**config.mk**
```make
export PLATFORM = sky130hd
export DESIGN_NAME = spi_regslave
export DESIGN_NICKNAME = d
export VERILOG_FILES = /design/src/rtl/spi_regslave.sv
export SDC_FILE = /design/constraint.sdc
export NUM_CORES = 1
export LEC_CHECK = 0
export BUFFER_PORTS_ARGS = -buffer_cell sky130_fd_sc_hd__buf_2
export CAP_MARGIN = 15
export CORE_MARGIN = 5
export CORE_UTILIZATION = 52
export CTS_CLUSTER_SIZE = 40
export DETAILED_ROUTE_END_ITERATION = 6
export GPL_ROUTABILITY_DRIVEN = 0
export PLACE_DENSITY_LB_ADDON = 0.25
export SYNTH_ARGS = -nofsm -noshare
export SYNTH_HDL_FRONTEND = slang
export SYNTH_SLANG_ARGS = --single-unit
```
**constraint.sdc**
```tcl
create_clock -name clk -period 3.5 [get_ports clk]
set_clock_uncertainty 0.2 [all_clocks]
set_input_delay 0.35 -clock clk [delete_from_list [all_inputs] [get_ports clk]]
set_output_delay 0.35 -clock clk [all_outputs]
set_load 0.02 [all_outputs]
```
**src/rtl/spi_regslave.sv**
```systemverilog
module spi_regslave (
  input  logic        clk,
  input  logic        rst_n,
  input  logic        sclk,
  input  logic        csb,
  input  logic        din,
  output logic        dout_intb,
  input  logic        ready,
  input  logic        busy,
  output logic        abort,
  input  logic [23:0] status,
  output logic [7:0]  cfg,
  output logic [7:0]  mux,
  output logic [15:0] seq,
  output logic [23:0] irq_en,
  output logic [23:0] coef
);

  logic [1:0]  sclk_q, csb_q, din_q;
  logic        sclk_d;
  logic [5:0]  cnt;
  logic [22:0] in_sr;
  logic [7:0]  hdr;
  logic [23:0] out_sr;
  logic        rd_pend, rd_act;

  wire sclk_s = sclk_q[1];
  wire csb_s  = csb_q[1];
  wire din_s  = din_q[1];
  wire rise   = !csb_s && sclk_s && !sclk_d;
  wire fall   = !csb_s && !sclk_s && sclk_d;

  function automatic logic [5:0] frame_len(input logic [6:0] a);
    case (a)
      7'h02:               frame_len = 6'd24;
      7'h03, 7'h04, 7'h05: frame_len = 6'd32;
      default:             frame_len = 6'd16;
    endcase
  endfunction

  wire [7:0]  nh    = {in_sr[6:0], din_s};
  wire [23:0] wdata = {in_sr, din_s};
  wire [5:0]  flen  = frame_len(hdr[6:0]);
  wire        live  = (cnt < 6'd8) || (cnt < flen);
  wire        commit = rise && cnt >= 6'd8 && (cnt + 6'd1) == flen && !hdr[7] && ready;
  wire        irq   = |(status & irq_en);

  logic [23:0] rdata;
  always_comb begin
    case (nh[6:0])
      7'h00:   rdata = {cfg, 16'h0};
      7'h01:   rdata = {mux, 16'h0};
      7'h02:   rdata = {seq, 8'h0};
      7'h03:   rdata = irq_en;
      7'h04:   rdata = status;
      7'h05:   rdata = coef;
      default: rdata = 24'h0;
    endcase
  end

  assign dout_intb = rd_act ? out_sr[23] : !irq;

  always_ff @(posedge clk or negedge rst_n) begin
    if (!rst_n) begin
      sclk_q <= 2'b00;
      csb_q  <= 2'b11;
      din_q  <= 2'b00;
      sclk_d <= 1'b0;
    end else begin
      sclk_q <= {sclk_q[0], sclk};
      csb_q  <= {csb_q[0], csb};
      din_q  <= {din_q[0], din};
      sclk_d <= sclk_s;
    end
  end

  always_ff @(posedge clk or negedge rst_n) begin
    if (!rst_n) begin
      cnt     <= '0;
      in_sr   <= '0;
      hdr     <= '0;
      out_sr  <= '0;
      rd_pend <= 1'b0;
      rd_act  <= 1'b0;
    end else if (csb_s) begin
      cnt     <= '0;
      out_sr  <= '0;
      rd_pend <= 1'b0;
      rd_act  <= 1'b0;
    end else begin
      if (rise && live) begin
        cnt   <= cnt + 6'd1;
        in_sr <= wdata[22:0];
        if (cnt == 6'd7) begin
          hdr <= nh;
          if (nh[7] && ready) begin
            out_sr  <= rdata;
            rd_pend <= 1'b1;
          end
        end
      end
      if (fall && rd_pend) begin
        if (rd_act) out_sr <= out_sr << 1;
        else        rd_act <= 1'b1;
      end
    end
  end

  always_ff @(posedge clk or negedge rst_n) begin
    if (!rst_n) begin
      abort  <= 1'b0;
      cfg    <= '0;
      mux    <= '0;
      seq    <= '0;
      irq_en <= '0;
      coef   <= '0;
    end else begin
      abort <= commit && busy;
      if (commit) begin
        case (hdr[6:0])
          7'h00:   cfg    <= wdata[7:0];
          7'h01:   mux    <= wdata[7:0];
          7'h02:   seq    <= wdata[15:0];
          7'h03:   irq_en <= wdata;
          7'h05:   coef   <= wdata;
          default: ;
        endcase
      end
    end
  end

  AST_ABORT_BUSY: assert property (@(posedge clk) disable iff (!rst_n)
    abort |-> $past(busy));
  AST_ABORT_PULSE: assert property (@(posedge clk) disable iff (!rst_n)
    abort |=> !abort);
  AST_READY_GATE: assert property (@(posedge clk) disable iff (!rst_n)
    !$past(ready) |-> !abort);
  AST_NO_READ_ABORT: assert property (@(posedge clk) disable iff (!rst_n)
    abort |-> !hdr[7]);
  AST_IDLE_HOLD: assert property (@(posedge clk) disable iff (!rst_n)
    $past(csb_s) |-> ($stable(cfg) && $stable(seq) && $stable(coef)));
  AST_DATA_START: assert property (@(posedge clk) disable iff (!rst_n)
    $rose(rd_act) |-> cnt == 6'd8);
  AST_CNT_LIMIT: assert property (@(posedge clk) disable iff (!rst_n)
    (cnt >= 6'd8) |-> cnt <= flen);

endmodule

```
-- After elaboration in Yosys (flattened, before gate mapping)
Cells that the tools add are included.
- register bits: 151
- input bits: 31
- logic and storage cells: 85
- $add $sub $neg: 1
- magnitude comparators: 3
- eq/ne operators: 12
- muxes and demuxes: 17
- bitwise gates (word level): 2
- reductions and logical operators: 34
- operators by type and width (cell ; count):
    24-bit two-way mux ; 6
    24-bit case mux with 6 select lines ; 1
    7-bit by 2-bit == test with 1-bit output (second input constant) ; 4
    7-bit by 3-bit == test with 1-bit output (second input constant) ; 4
    24-bit bitwise AND ; 1
    24-bit OR reduction ; 1
    7-bit by 1-bit == test with 1-bit output (second input constant) ; 2
    7-bit zero test ; 2
    1-bit logical AND ; 12
    6-bit two-way mux ; 2
    6-bit case mux with 2 select lines ; 1
    2-bit AND reduction ; 6
    2-bit nonzero test ; 4
    1-bit two-way mux ; 7
    6-bit by 1-bit adder with 6-bit output (second input constant) ; 1
    6-bit by 3-bit == test with 1-bit output (second input constant) ; 1
    6-bit == test ; 1
    6-bit by 4-bit greater-or-equal comparator with 1-bit output (second input constant) ; 1
    6-bit by 4-bit less-than comparator with 1-bit output (second input constant) ; 1
    6-bit less-than comparator ; 1
    3-bit AND reduction ; 2
    1-bit zero test ; 5
    3-bit OR reduction ; 1
    1-bit logical OR ; 1
    1-bit NOT ; 1

-- Logic depth before layout (Yosys ltp)
- depth after elaboration: 10
- mapped depth: 10

-- Worst setup path before layout
No wires, ideal clock.
- path kind: reg-to-reg
- from: register hdr[1]
- to: register in_sr[0]
- setup time: 125 ps
- arrival: 2655 ps
- required time: 3175 ps
- setup slack: 520 ps
- stages on the path, launching flop included: 10
- path buffers: 1
- path through: dfrtp_1 > nor4_2 > a32o_1 > inv_1 > ha_1 > a21oi_1 > o21ai_0 > a41oi_1 > clkbuf_1 > mux2_2
- longest elaborated chain between the ends: 7
- elaborated cells on any way between the ends: 10
- those cells by class: order compare: 1; eq/ne: 4; mux: 1; reduce/logical: 4
- RTL lines (what ; line ; RTL):
    start, declared ; 23 ; logic [7:0] hdr;
    start signal, assigned ; 95 ; hdr <= nh;
    7-bit by 3-bit == test with 1-bit output / 7-bit by 2-bit == test with 1-bit output (equally long branches) ; 34 ; case (a)
    3-bit OR reduction ; 34 ;
    6-bit case mux with 2 select lines * ; 34 ;
    6-bit less-than comparator * ; 44 ; wire live = (cnt < 6'd8) || (cnt < flen);
    1-bit logical OR * ; 44 ;
    1-bit logical AND * ; 91 ; if (rise && live) begin
    2-bit AND reduction (no line) * ; - ;
    end signal, assigned ; 93 ; in_sr <= wdata[22:0];
    end, declared ; 22 ; logic [22:0] in_sr;
Mark *: on every way between the ends. The rest lies on a longest branch, timed or not.
A chain may end at the register's enable or synchronous reset.

-- Final worst setup path
- from: register hdr[1]
- to: register in_sr[16]
Same word-level chain as after synthesis.

==> impl_results.md <==
* Number of nets at the end of the flow at 725
* RSZ-0062 raised after global routing: no
* Via-per-instance ratio at 6.14
* Routed WL per cell at 22.6 um
* Maximum operating frequency at 311 MHz
* Starting DRT DRC Count at 424
* Non-Filler Instances at 878
* Number of placement rows at 42
* Cell with the biggest individual delay on the critical path: sky130_fd_sc_hd__a41oi_2
* Instance count of the mapped netlist at 581
* Final clock period utilization by the worst path at 91.8%
* Number of flip-flops and latches in the synthesized netlist at 151
* Top-Level Pins at 113
* Tmin final at 3.21 ns
* Clk pin slew, worst setup/hold paths at 0.06 ns
* First-pass GRT wire length at 31.6 mm
* Outcome: finished clean
* Via count at 5,387
* Buffers plus inverters on the worst setup path at 2
* Worst Path Arrival at 3.32 ns
* Maximum VDD drop at 412 uV
* Initial DRT Pass Iterations at 7
* Global-route usage over all layers at 25.5%
* Placed wire-length estimate after detailed placement at 13.9 mm
* Clock buffer count from CTS at 17
* Layout cells sized above 1 at 39.5%
* Warning count from the yosys run at 0
* Starting density of the core at 53.6%
* Clock Sinks at 151
* Buffers added on ports at 112
* H-tree depth reported by CTS at 4
* Power density over cell area at 469 mW/mm^2
* Slew HR at 37.3%
* Final hold vios at 0
* Final Core Density at 64.0%
* Clock buffer depth at 2
* Post-synth cell types at 53
* HP Class: reg -> reg
* Critical path's top delay family: compound AO/OA/AOI/OAI gates
* Core region area at 0.0133 sq mm
* Leakage power at 4.30 nW
* Dominant synthesized flop cell: sky130_fd_sc_hd__dfrtp_1
* Number of slew-limit violations in the final report at 0
* Vertical die dimension at 127 um
* Cell total after placement at 842
* Post-synthesis net count at 616
* Cell chosen for the clock root: sky130_fd_sc_hd__clkbuf_16
* Full die area at 0.0162 sq mm
* Biggest cell delay along the critical path at 0.50 ns
* Post-detailed-route count of antenna-violating nets at 0
* Final routed DRC violation total at 0
* Sum of negative setup slack at 0 ns
* Final setup vio count at 0
* Post-synthesis area per instance at 12.3 sq um
* Element type at the critical path start: register
* Critical path required time at 3.60 ns
* Post-synthesis async set-or-reset flop share at 100%
* Netlist Area Pre-Place at 0.00716 sq mm
* Path type of the worst setup path: reg -> reg
* Max-cap violation count at 0
* Die W at 127 um
* Pin slew with the least headroom to its limit at 0.941 ns
* Number of global-route vias before repair at 5,467
* Kind of capture point of the worst setup path: register
* Number of antenna violations at the first check in global routing at 0
* Latest clock arrival within the worst-skew pair at 0.42 ns
* Congestion Overflow GR at 0
* Wirelength, routed at 19.8 mm
* Worst-path cell chain: nor4_2 > a32o_1 > inv_1 > ha_1 > a21oi_1 > o21ai_0 > a41oi_2 > buf_12 > mux2_2
* Number of instances resized during post-cts repair at 0
* Signed area change from the synthesized netlist to the final layout at 19.3%
* Clock tree from TritonCTS: done
* Maximum number of pins on one net before global-route repair at 68
* Post-synth EDFFs at 0
* Top fanout value on the critical path at 21
* Sequential share of the synthesized area at 52.8%
* Antenna diode instance count at 0
==> placed cells by master, fill, tap and decap left out, drive strengths merged, types with 11 or more instances in the layout <==
master | Yosys | final
nand2 | 25 | 25
nor2 | 31 | 31
buf | 13 | 127
inv | 12 | 12
dfrtp | 149 | 149
o21ai | 21 | 21
a21oi | 19 | 19
a221oi | 11 | 11
a22oi | 11 | 11
nor3 | 12 | 12
mux2 | 120 | 120
o2bb2ai | 16 | 16
mux2i | 28 | 28
clkbuf | 29 | 22
==> area by class of cell <==
class                   instances  area, sq um
clock inverters                 9          100
repair buffers                132          754
clock buffers                  22          474
inverters                      12         45.0
flip-flops and latches        151         3780
well taps                     176          220
multi-input cells             376         3170
fillers                      1021         4800
==> cell families (layout without fill, tap and decap cells) <==
family / Yosys count / count (layout) / synth area share, %
AO/OA/AOI/OAI: 117 / 117 / 12.4
adder cells (fa/ha/maj): 4 / 4 / 0.699
XOR/XNOR: 4 / 4 / 0.489
buffers and inverters: 54 / 175 / 3.06
multiplexers: 148 / 148 / 22.8
flip-flops: 151 / 151 / 52.8
AND/OR/NAND/NOR: 103 / 103 / 7.78
==> path summary, 6_finish.rpt <==
| check | end | cells past startpoint | slack (ns) | startpoint |
|---|---|---|---|---|
| setup / recovery | in_sr[16] | 9 | 0.29 | hdr[1] |
| hold / removal | din_q[1] | 0 | 0.15 | din_q[0] |
| setup reg to reg | in_sr[16] | 9 | 0.29 | hdr[1] |
| hold reg to reg | din_q[1] | 0 | 0.15 | din_q[0] |
| max in group asynchronous | seq[7] | 3 | 2.01 | rst_n |
| min in group asynchronous | abort | 2 | 0.29 | rst_n |
==> per-layer routing <==
layer / up-vias / part of all wire (%) / GRT usage, %
met2: 194 / 48 / 39.3
met4: 0 / 3.5 / 10.5
met3: 49 / 5.5 / 5.47
met5: - / 0 / 0
met1: 2774 / 43 / 35.3
li1: 2370 / - / -
==> worst register-to-register path, stage by stage, from the launching register on <==
cell and delay [ns]:
sky130_fd_sc_hd__dfrtp_1 0.39, sky130_fd_sc_hd__nor4_2 0.41, sky130_fd_sc_hd__a32o_1 0.35, sky130_fd_sc_hd__inv_1 0.07
sky130_fd_sc_hd__ha_1 0.31, sky130_fd_sc_hd__a21oi_1 0.14, sky130_fd_sc_hd__o21ai_0 0.11, sky130_fd_sc_hd__a41oi_2 0.50
sky130_fd_sc_hd__buf_12 0.24, sky130_fd_sc_hd__mux2_2 0.36
==> registers in the layout, summed over array words and instances, names as in the netlist, 2 cells and up <==
name    cells
irq_en     24
hdr         8
csb_q       2
seq        16
sclk_q      2
out_sr     24
coef       24
din_q       2
cnt         6
mux         8
in_sr      23
cfg         8
==> Yosys cell counts (2+ instances only) <==
| master | number | area (sq um) |
|---|---|---|
| sky130_fd_sc_hd__dfrtp_1 | 149 | 3730 |
| sky130_fd_sc_hd__mux2_2 | 97 | 1090 |
| sky130_fd_sc_hd__nor2_1 | 31 | 116 |
| sky130_fd_sc_hd__clkbuf_1 | 28 | 105 |
| sky130_fd_sc_hd__mux2i_1 | 28 | 280 |
| sky130_fd_sc_hd__nand2_1 | 25 | 93.8 |
| sky130_fd_sc_hd__mux2_1 | 23 | 259 |
| sky130_fd_sc_hd__o21ai_0 | 21 | 105 |
| sky130_fd_sc_hd__a21oi_1 | 19 | 95.1 |
| sky130_fd_sc_hd__o2bb2ai_1 | 16 | 140 |
| sky130_fd_sc_hd__inv_1 | 12 | 45.0 |
| sky130_fd_sc_hd__a221oi_1 | 11 | 96.3 |
| sky130_fd_sc_hd__a22oi_1 | 11 | 82.6 |
| sky130_fd_sc_hd__nor3_1 | 11 | 55.1 |
| sky130_fd_sc_hd__buf_2 | 9 | 45.0 |
| sky130_fd_sc_hd__a211oi_1 | 8 | 60.1 |
| sky130_fd_sc_hd__a21o_1 | 8 | 60.1 |
| sky130_fd_sc_hd__o221a_2 | 8 | 90.1 |
| sky130_fd_sc_hd__nand4_1 | 6 | 37.5 |
| sky130_fd_sc_hd__nand2b_1 | 5 | 31.3 |
| sky130_fd_sc_hd__a22o_1 | 4 | 35.0 |
| sky130_fd_sc_hd__ha_1 | 4 | 50.1 |
| sky130_fd_sc_hd__o211ai_2 | 4 | 50.1 |
| sky130_fd_sc_hd__buf_1 | 3 | 11.3 |
| sky130_fd_sc_hd__nand3b_1 | 3 | 22.5 |
| sky130_fd_sc_hd__and2_1 | 2 | 12.5 |
| sky130_fd_sc_hd__and3b_1 | 2 | 17.5 |
| sky130_fd_sc_hd__dfstp_2 | 2 | 52.6 |
| sky130_fd_sc_hd__nand3_1 | 2 | 10.0 |
| sky130_fd_sc_hd__nor2b_1 | 2 | 12.5 |
| sky130_fd_sc_hd__nor3b_1 | 2 | 15.0 |
| sky130_fd_sc_hd__nor4_2 | 2 | 25.0 |
| sky130_fd_sc_hd__xnor2_1 | 2 | 17.5 |
| sky130_fd_sc_hd__xor2_1 | 2 | 17.5 |
==> through the flow <==
step                worst slack, ns  total power, W  area (sq um)  hold slack, ns
floorplan                     0.520         0.00207          7160          -0.146
global placement              0.425         0.00225          7920           0.135
detailed placement            0.323         0.00225          7920           0.140
CTS                           0.296         0.00402          8540           0.155
global route                 0.0616         0.00413          8540           0.164
finish                        0.286         0.00401          8540           0.151
==> where the power goes <==
part	total [W]	switching, W	internal (W)	leakage [nW]
Combinational	0.000258	0.000150	0.000107	1.94
Clock	0.00178	0.000688	0.00109	0.282
Sequential	0.00197	0.000171	0.00179	2.08
Total	0.00401	0.00101	0.00300	4.30
==> timing repair <==
item                                   in CTS  in global routing
setup buffers                               0                  0
hold buffers                                5                  0
endpoints found under the hold margin      67                  0
Power figures use the tool's default switching activity.
